$ cat src/rtl/updn_decade_pkg.sv
package updn_decade_pkg;

    localparam int unsigned DEF_CNT_W   = 4;
    localparam int unsigned DEF_MODULUS = 10;

    typedef enum logic {
        DIR_UP   = 1'b0,
        DIR_DOWN = 1'b1
    } count_dir_e;

endpackage

$ cat src/rtl/updn_rom_table.sv
module updn_rom_table
    import updn_decade_pkg::*;
#(
    parameter int unsigned CNT_W   = DEF_CNT_W,
    parameter int unsigned MODULUS = DEF_MODULUS
) (
    input  logic [CNT_W:0] addr,
    output logic [CNT_W:0] word
);
    localparam int unsigned AW    = CNT_W + 1;
    localparam int unsigned DW    = CNT_W + 1;
    localparam int unsigned DEPTH = 1 << AW;
    localparam int unsigned SPAN  = 1 << CNT_W;

    // Builds the word for one address: {flag, next count}
    function automatic logic [DW-1:0] word_of(input int unsigned a);
        int unsigned q;
        count_dir_e  d;
        logic [DW-1:0] w;
        q = a % SPAN;
        d = (a >= SPAN) ? DIR_DOWN : DIR_UP;
        w = '0;
        if (q < MODULUS) begin
            unique case (d)
                DIR_UP: begin
                    if (q == MODULUS - 1) w = {1'b1, {CNT_W{1'b0}}};
                    else                  w = {1'b0, CNT_W'(q + 1)};
                end
                DIR_DOWN: begin
                    if (q == 0) w = {1'b1, CNT_W'(MODULUS - 1)};
                    else        w = {1'b0, CNT_W'(q - 1)};
                end
            endcase
        end
        return w;
    endfunction

    logic [DW-1:0] rom_q [DEPTH];

    for (genvar a = 0; a < DEPTH; a++) begin : g_word
        localparam logic [DW-1:0] W_CONST = word_of(a);
        assign rom_q[a] = W_CONST;
    end

    assign word = rom_q[addr];

endmodule

$ cat src/rtl/updn_state_reg.sv
module updn_state_reg #(
    parameter int unsigned W = 4
) (
    input  logic         clk,
    input  logic         rst,
    input  logic [W-1:0] d,
    output logic [W-1:0] q
);
    always_ff @(posedge clk) begin
        if (rst) q <= '0;
        else     q <= d;
    end
endmodule

$ cat src/rtl/updn_decade_counter.sv
module updn_decade_counter
    import updn_decade_pkg::*;
#(
    parameter int unsigned CNT_W   = DEF_CNT_W,
    parameter int unsigned MODULUS = DEF_MODULUS
) (
    input  logic             clk,
    input  logic             rst,
    input  logic             dir,
    output logic [CNT_W-1:0] count,
    output logic             carry
);
    localparam int unsigned AW = CNT_W + 1;

    logic [AW-1:0]    rom_addr;
    logic [CNT_W:0]   rom_word;
    logic [CNT_W-1:0] next_count;
    logic [CNT_W-1:0] state_q;

    assign rom_addr = {dir, state_q};

    updn_rom_table #(.CNT_W(CNT_W), .MODULUS(MODULUS)) u_table (
        .addr (rom_addr),
        .word (rom_word)
    );

    assign next_count = rom_word[CNT_W-1:0];

    updn_state_reg #(.W(CNT_W)) u_state (
        .clk (clk),
        .rst (rst),
        .d   (next_count),
        .q   (state_q)
    );

    always_comb begin
        count = state_q;
        carry = rom_word[CNT_W];
    end

endmodule

$ cat config.mk
export PLATFORM = sky130hd
export DESIGN_NAME = updn_decade_counter
export DESIGN_NICKNAME = d
export VERILOG_FILES = /design/src/rtl/updn_decade_pkg.sv /design/src/rtl/updn_rom_table.sv /design/src/rtl/updn_state_reg.sv /design/src/rtl/updn_decade_counter.sv
export SDC_FILE = /design/constraint.sdc
export NUM_CORES = 1
export LEC_CHECK = 0
export ABC_AREA = 1
export BUFFER_PORTS_ARGS = -buffer_cell sky130_fd_sc_hd__buf_2
export CAP_MARGIN = 20
export CORE_AREA = 3 3 40 42
export DETAILED_ROUTE_END_ITERATION = 10
export DIE_AREA = 0 0 43 45
export HOLD_SLACK_MARGIN = 0.15
export SETUP_SLACK_MARGIN = 0.5
export SYNTH_ARGS = -nofsm -noshare
export SYNTH_HDL_FRONTEND = slang
export SYNTH_SLANG_ARGS = --single-unit
$ cat constraint.sdc
create_clock -name clk -period 1.6 [get_ports clk]
set_clock_uncertainty 0.1 [all_clocks]
set_input_delay 0.24 -clock clk [delete_from_list [all_inputs] [get_ports clk]]
set_output_delay 0.24 -clock clk [all_outputs]
set_load 0.05 [all_outputs]
# == Yosys cells after proc, flatten, opt, wreduce, memory -nomap -nowiden ==
# Memory sizes are Yosys's and may differ from the RTL's.
# Index checks and enable logic that the tools add are counted.
# totals
regBits,4
latchBits,0
mem_bits_rw,0
rom_bits,160
in_bits,3
output_inout_bits,5
wordCells,6
mem_count,1
# mem_list
name,depth,width,rd,rd_ports_with_merged_regs,wr,line_no,rtl
(name not given),32,5,1,0,0,updn_rom_table.sv:45,assign word = rom_q[addr];
# classes
addsub,0
mul,0
div_mod_pow,0
order_cmp,1
eq_ne,0
n_shift,0
n_mux,2
bitwise,1
n_reduce_logical,0
# ops
op,count
$mux 5,2
$ge 6x6->1 const B,1
$not 5->6,1

# == Depth between registers and ports, before layout ==
# Gate-level depths: netlist of run 1.
# depth
word_depth,4
ltp_mapped,7
mapped_depth_nobuf,7

# == By module ==
# A second synthesis of run 1 with hierarchy kept.
# unflattened
cells_unflattened,48
area_unflattened_um2,312.8
# by_module_without_submodules
mod,instances,cells_each,area_per_inst_um2,seq_area_each_um2
updn_rom_table,1,36,202.7,0.0
updn_state_reg,1,12,110.1,80.1

# == Worst setup path before layout of run 1 ==
# OpenSTA, ideal clock, no wires.
# synth_timing
kind,reg-to-output
from,register u_state.q[0]
to,output port carry
arrival_ns,1.509
required_ns,1.260
path_slack_ns,-0.249
path_stages_with_launch,5
n_path_buf,0
cell_sequence,dfxtp_1 -> ha_1 -> nand2_1 -> nor2_1 -> o21a_1
# synth_via
elab_chain_len,4
# synth_rtl
element,line_no,rtl
start: declaration,updn_state_reg.sv:7,output logic [W-1:0] q
start signal: assignment,updn_state_reg.sv:10,if (rst) q <= '0;
start signal: assignment,updn_state_reg.sv:11,else q <= d;
$not 5->6 (not written as such),updn_rom_table.sv:45,
$mem_v2 32x5,n/a,
$mux 5 (not written as such) (2 in series),updn_rom_table.sv:45,
end: declaration,updn_decade_counter.sv:11,output logic carry
# No other way between the ends. The select of a mux whose other input is x is not followed.

# == Final worst setup path of run 1 ==
# layout_timing
from,register u_state.q[1]
to,output port carry
# The elaborated chain is that of the path after synthesis.

==> run_results.csv, run 1 <==
group,metric,value,unit
outcome,status,"complete, no violations",
detailed_routing,drt-initial-drc-count,3,
detailed_routing,ant_nets,0,
setup_path,crit_type,"reg -> out",
synth,ys_seq_area_frac,0.276,
synth,syn-num-nets,49,
floorplanning,pin_count,8,
grt,antenna_found_initial,0,
clock_tree,clkLatencyLatePin,0.23,ns
floorplanning,dieArea,1940,sq um
place,numPortBuffers,7,
grt,grt.total_usage,0.101,
sta,tightest_slew,0.170,ns
sta,hold_viol,0,
detailed_routing,wirelength,884,um
synth,synth_area_leader_cell,"dfxtp_1",
floorplanning,dieHeight,45,um
detailed_routing,firstDrtPassIters,2,
synth,synth_area_leaders,"dfxtp_1 28%, ha_1 22%, nand2_1 16%",
layout,final_util,0.494,
detailed_routing,vias_per_cell,4.31,
clock_tree,clk_path_buf_depth,2,
layout,nNetsFinal,75,
setup_path,worst-r2r-cell-count,8,
setup_path,critPathArrivalTime,1.22,ns
grt,grt_max_degree,9,
sta,rsz0062_at_grt,"true",
layout,reg_top3,"u_state.q (4)",
layout,final_common_cell,"buf_4",
clock_tree,cts.root.buffer_cell,"clkbuf_4",
synth,synthCells,41,
layout,largest_reg_flops,4,
power,ir_drop,422,uV
sta,fmax,0.639,GHz
worst_hold_path,hold_path.class,"in -> reg",
clock_tree,clk_pin_slew,0.04,ns
sta,period_share,0.978,
floorplanning,die_w,43,um
job,maxCapViolCount,0,
setup_path,worst-endpoint-required,1.26,ns
grt,grt_pass1_wl,1440,um
floorplanning,rows,13,
setup_path,endpoint_kind,"output pin",
power,cellPowerDensity,853,nW/um^2
synth,netlist_area,290,sq um
synth,synth_seq_cells,4,
layout,seq_area,95.1,sq um
sta,setup_viol,0,
detailed_routing,wl_per_cell,10.9,um
place,post-place-ws,0.109,ns
layout,multi_input_area,275,sq um
floorplanning,start_util,0.226,
clock_tree,cts_num_sinks,4,
sta,finalWorstSetupSlack,0.0351,ns
synth,yosys_warnings,0,
layout,nFillCells,115,
detailed_routing,m1WireLength,347,um
layout,area_growth,119,%
layout,final_cell_mix,"11 x buf_4, 10 x nand2_1, 4 x ha_4, 4 x buf_6, 4 x dfxtp_4",
synth,yosysTopAreaCellShare,0.276,
sta,min_period,1.56,ns
detailed_routing,route.vias.total,349,
floorplanning,core_area,1280,sq um
synth,avgSynthCellArea,7.08,sq um
worst_hold_path,whs_path_depth,3,
setup_path,worstSetupStartpointType,"register",
layout,largest_register,"u_state.q",
detailed_routing,wl_met2,511,um
setup_path,cp_max_fo,3,
sta,drv_slew,0,
sta,slew_headroom,0.887,
detailed_routing,topRoutingLayerUsed,"met3",
grt,gr-total-overflow,0,
clock_tree,cts_tree,"built",
layout,drive_gt1_frac,0.667,
place,dp_hpwl,511,um
synth,synth_cell_types,14,
layout,antenna_cells,0,
power,finalPower,0.541,mW
detailed_routing,drc,0,
clock_tree,htreeDepth,1,
clock_tree,cts_buffers,3,
power,leakage,0.277,nW
place,gp_congestion,0.812,
grt,grt_pass1_vias,332,
detailed_routing,met3WireLength,25,um
## metrics by stage
stage / instances / hold slack, ns / cell area [sq um] / setup TNS, ns
after global placement: 63 / 0.353 / 384 / 0
final: 81 / 0.227 / 634 / 0
after detailed placement: 63 / 0.348 / 384 / 0
after CTS: 77 / 0.209 / 566 / 0
after global routing: 81 / 0.234 / 634 / -0.00600
after floorplan: 41 / 0.193 / 330 / 0
## cells by family after synthesis
logic type,Yosys count,share of synthesized area
simple gates,21,0.310
compound gates,6,0.134
buf+inv,5,0.0646
fa+ha+maj,5,0.216
flops,4,0.276
## layer usage
metal,track usage,vias up
li1,-,183
met1,0.103,160
met5,0,-
met3,0.0239,0
met2,0.189,6
met4,0.0542,0
## cell type report
| type | instances | share of cell area |
|---|---|---|
| Multi-Input combinational cell | 32 | 0.434 |
| Tap cell | 15 | 0.0296 |
| Sequential cell | 4 | 0.150 |
| Inverter | 5 | 0.0414 |
| Clock buffer | 4 | 0.0414 |
| Timing Repair Buffer | 21 | 0.304 |
## power by group
| group | switching [mW] | total (mW) | internal, mW |
|---|---|---|---|
| clock | 0.0397 | 0.133 | 0.0935 |
| combinational | 0.143 | 0.276 | 0.133 |
| sequential | 0.0190 | 0.131 | 0.112 |
| total | 0.202 | 0.541 | 0.339 |
## worst paths after layout
| check | from | to | slack [ns] |
|---|---|---|---|
| setup reg to reg | u_state.q[0] | u_state.q[3] | 0.29 |
| hold reg to reg | u_state.q[3] | u_state.q[1] | 0.47 |
| hold / removal | dir | u_state.q[1] | 0.23 |
| setup / recovery | u_state.q[1] | carry | 0.04 |
## cells in the mapped netlist, drive strengths merged
cell type  number
nor3            1
o211ai          1
nand2          12
nor2            4
ha              5
dfxtp           4
a21oi           3
o21a            1
inv             5
o21ai           1
nand3           4
## what timing repair did
action                                  in CTS  in global routing
resized for setup                           21                 10
endpoints found under the setup margin       8                  9
cloned                                       0                  0
hold endpoints to repair                     4                  0
hold buffers                                 1                  0
pin swaps                                    4                  3
setup buffers                                9                  4
## critical path: stages (launching register included)
cell	delay [ns]
dfxtp_4	0.36
inv_6	0.05
ha_4	0.15
nand2_2	0.06
nor2_2	0.04
o21a_4	0.19
buf_8	0.14
No activity file was read; power rests on OpenSTA's default activity.
==> inputs of run 2 (changes only) <==
BUFFER_PORTS_ARGS = -buffer_cell sky130_fd_sc_hd__buf_4   (was -buffer_cell sky130_fd_sc_hd__buf_2)
==> run 2 against run 1 <==
Fmax is 0.35% higher; power is 5.1% higher; critical path depth stayed put; non-clock buffer count is 1 lower; register-to-register slack worse by 0.06 ns; die area stayed put; sequential cell count stayed put; final cell count is 1.2% lower; clock-buffer cell count stayed put; first-iteration DRC count grew to 2.7 times the previous value; setup slack better by 0.0054 ns; critical path type unchanged; critical endpoint unchanged; largest power group unchanged.
==> run_results.csv, run 2 (synthesis results as in run 1) <==
group,metric,value,unit
grt,grt_max_degree,7,
detailed_routing,drc,0,
floorplanning,dieHeight,45,um
floorplanning,die_w,43,um
sta,period_share,0.975,
setup_path,cp_max_fo,3,
worst_hold_path,hold_path.class,"in -> reg",
grt,grt.total_usage,0.0972,
clock_tree,clkLatencyLatePin,0.23,ns
job,maxCapViolCount,0,
worst_hold_path,hp-start,"dir",
setup_path,worst-endpoint-required,1.26,ns
floorplanning,pin_count,8,
sta,min_period,1.56,ns
grt,grt_pass1_wl,1360,um
sta,setup_tns,0,ns
setup_path,endpoint_kind,"output pin",
place,dp.cells,63,
detailed_routing,wirelength,919,um
clock_tree,cts_buffers,3,
power,cellPowerDensity,848,nW/um^2
grt,grt_pass1_vias,330,
power,ir_drop,550,uV
detailed_routing,route.vias.total,346,
clock_tree,cts_num_sinks,4,
power,p_seq_frac,0.229,
grt,antenna_found_initial,0,
clock_tree,htreeDepth,1,
detailed_routing,vias_per_cell,4.33,
power,p_clk_frac,0.236,
layout,largest_register,"u_state.q",
power,leakage,0.295,nW
layout,final_common_cell,"nand2_1",
layout,reg_top3,"u_state.q (4)",
sta,hold_viol,0,
place,placed_area,402,sq um
setup_path,crit_type,"reg -> out",
floorplanning,core_area,1280,sq um
place,dp_hpwl,501,um
power,pwr-share-comb,0.536,
sta,drv_slew,0,
grt,gr-total-overflow,0,
floorplanning,start_util,0.226,
grt,grt_use_met2,0.174,
layout,final_cell_mix,"9 x nand2_1, 8 x buf_4, 5 x buf_8, 5 x buf_6",
sta,rsz0062_at_grt,"true",
setup_path,crit_start,"u_state.q[1]",
floorplanning,dieArea,1940,sq um
detailed_routing,firstDrtPassIters,4,
layout,largest_reg_flops,4,
sta,slew_headroom,0.871,
clock_tree,cts_tree,"built",
clock_tree,cts.root.buffer_cell,"clkbuf_4",
setup_path,worstSetupStartpointType,"register",
power,swShare,0.369,
power,p_int,0.359,mW
layout,final_cells,80,
layout,nNetsFinal,74,
sta,tightest_slew,0.192,ns
layout,nFillCells,109,
detailed_routing,drt-initial-drc-count,8,
grt,busiest_layer,"met2",
power,power.switching,0.210,mW
outcome,status,"complete, no violations",
sta,setup_viol,0,
place,gp_congestion,0.806,
clock_tree,clk_path_buf_depth,2,
sta,fmax,0.641,GHz
layout,area_growth,131,%
floorplanning,rows,13,
clock_tree,clk_pin_slew,0.04,ns
place,numPortBuffers,7,
grt,grt_use_met1,0.103,
layout,antenna_cells,0,
layout,final_area,671,sq um
setup_path,rr_startpoint,"u_state.q[0]",
setup_path,critPathArrivalTime,1.22,ns
detailed_routing,ant_nets,0,
grt,use_met3,0.0279,
layout,drive_gt1_frac,0.692,
detailed_routing,wl_per_cell,11.5,um
-- run 2: final timing paths --
check                  to  slack (ns)  depth (start not counted)
max                 carry        0.04                          6
min          u_state.q[1]        0.20                          3
max reg2reg  u_state.q[2]        0.23                          8
min reg2reg  u_state.q[1]        0.48                          3
-- run 2: power by group through the flow --
stage / sequential, mW / combinational (mW) / clock [mW]
floorplan: 0.169 / 0.0824 / 0
global placement: 0.134 / 0.162 / 0
detailed placement: 0.135 / 0.161 / 0
CTS: 0.129 / 0.251 / 0.144
global route: 0.132 / 0.323 / 0.147
finish: 0.130 / 0.305 / 0.134
-- run 2: worst max-delay path: stages, from the launching register on --
cell and delay, ns:
dfxtp_4 0.35, inv_4 0.05, ha_4 0.16, nand2_4 0.06, nor2_4 0.03, o21a_4 0.19, buf_8 0.14
-- run 2: timing repair --
item / 4_1_cts / 5_1_grt
pin swaps: 8 / 10
gates resized for setup: 24 / 9
hold endpoints to repair: 4 / 0
setup buffers: 7 / 5
hold buffers: 1 / 0
endpoints found under the setup margin: 8 / 9
-- run 2: layout make-up --
type	instances	area (sq um)	share of cell area
clock buffers	4	26.3	0.0392
inverters	5	23.8	0.0354
multi-input cells	32	285	0.425
flip-flops and latches	4	95.1	0.142
well taps	15	18.8	0.0280
repair buffers	20	221	0.330
-- run 2: metrics by stage --
step	setup WS [ns]	power (mW)	util	hold WS [ns]
3_5_place_dp	0.182	0.296	0.313	0.321
3_3_place_gp	0.193	0.296	0.313	0.322
2_1_floorplan	0.226	0.251	-	0.193
4_1_cts	0.0351	0.524	0.456	0.202
6_report	0.0405	0.569	0.522	0.199
5_1_grt	0.00413	0.601	0.522	0.201
-- run 2: routing by layer --
metal,up-vias,share of wire
met5,-,0
met4,0,0
met3,0,0.023
met2,4,0.59
met1,160,0.39
li1,182,-
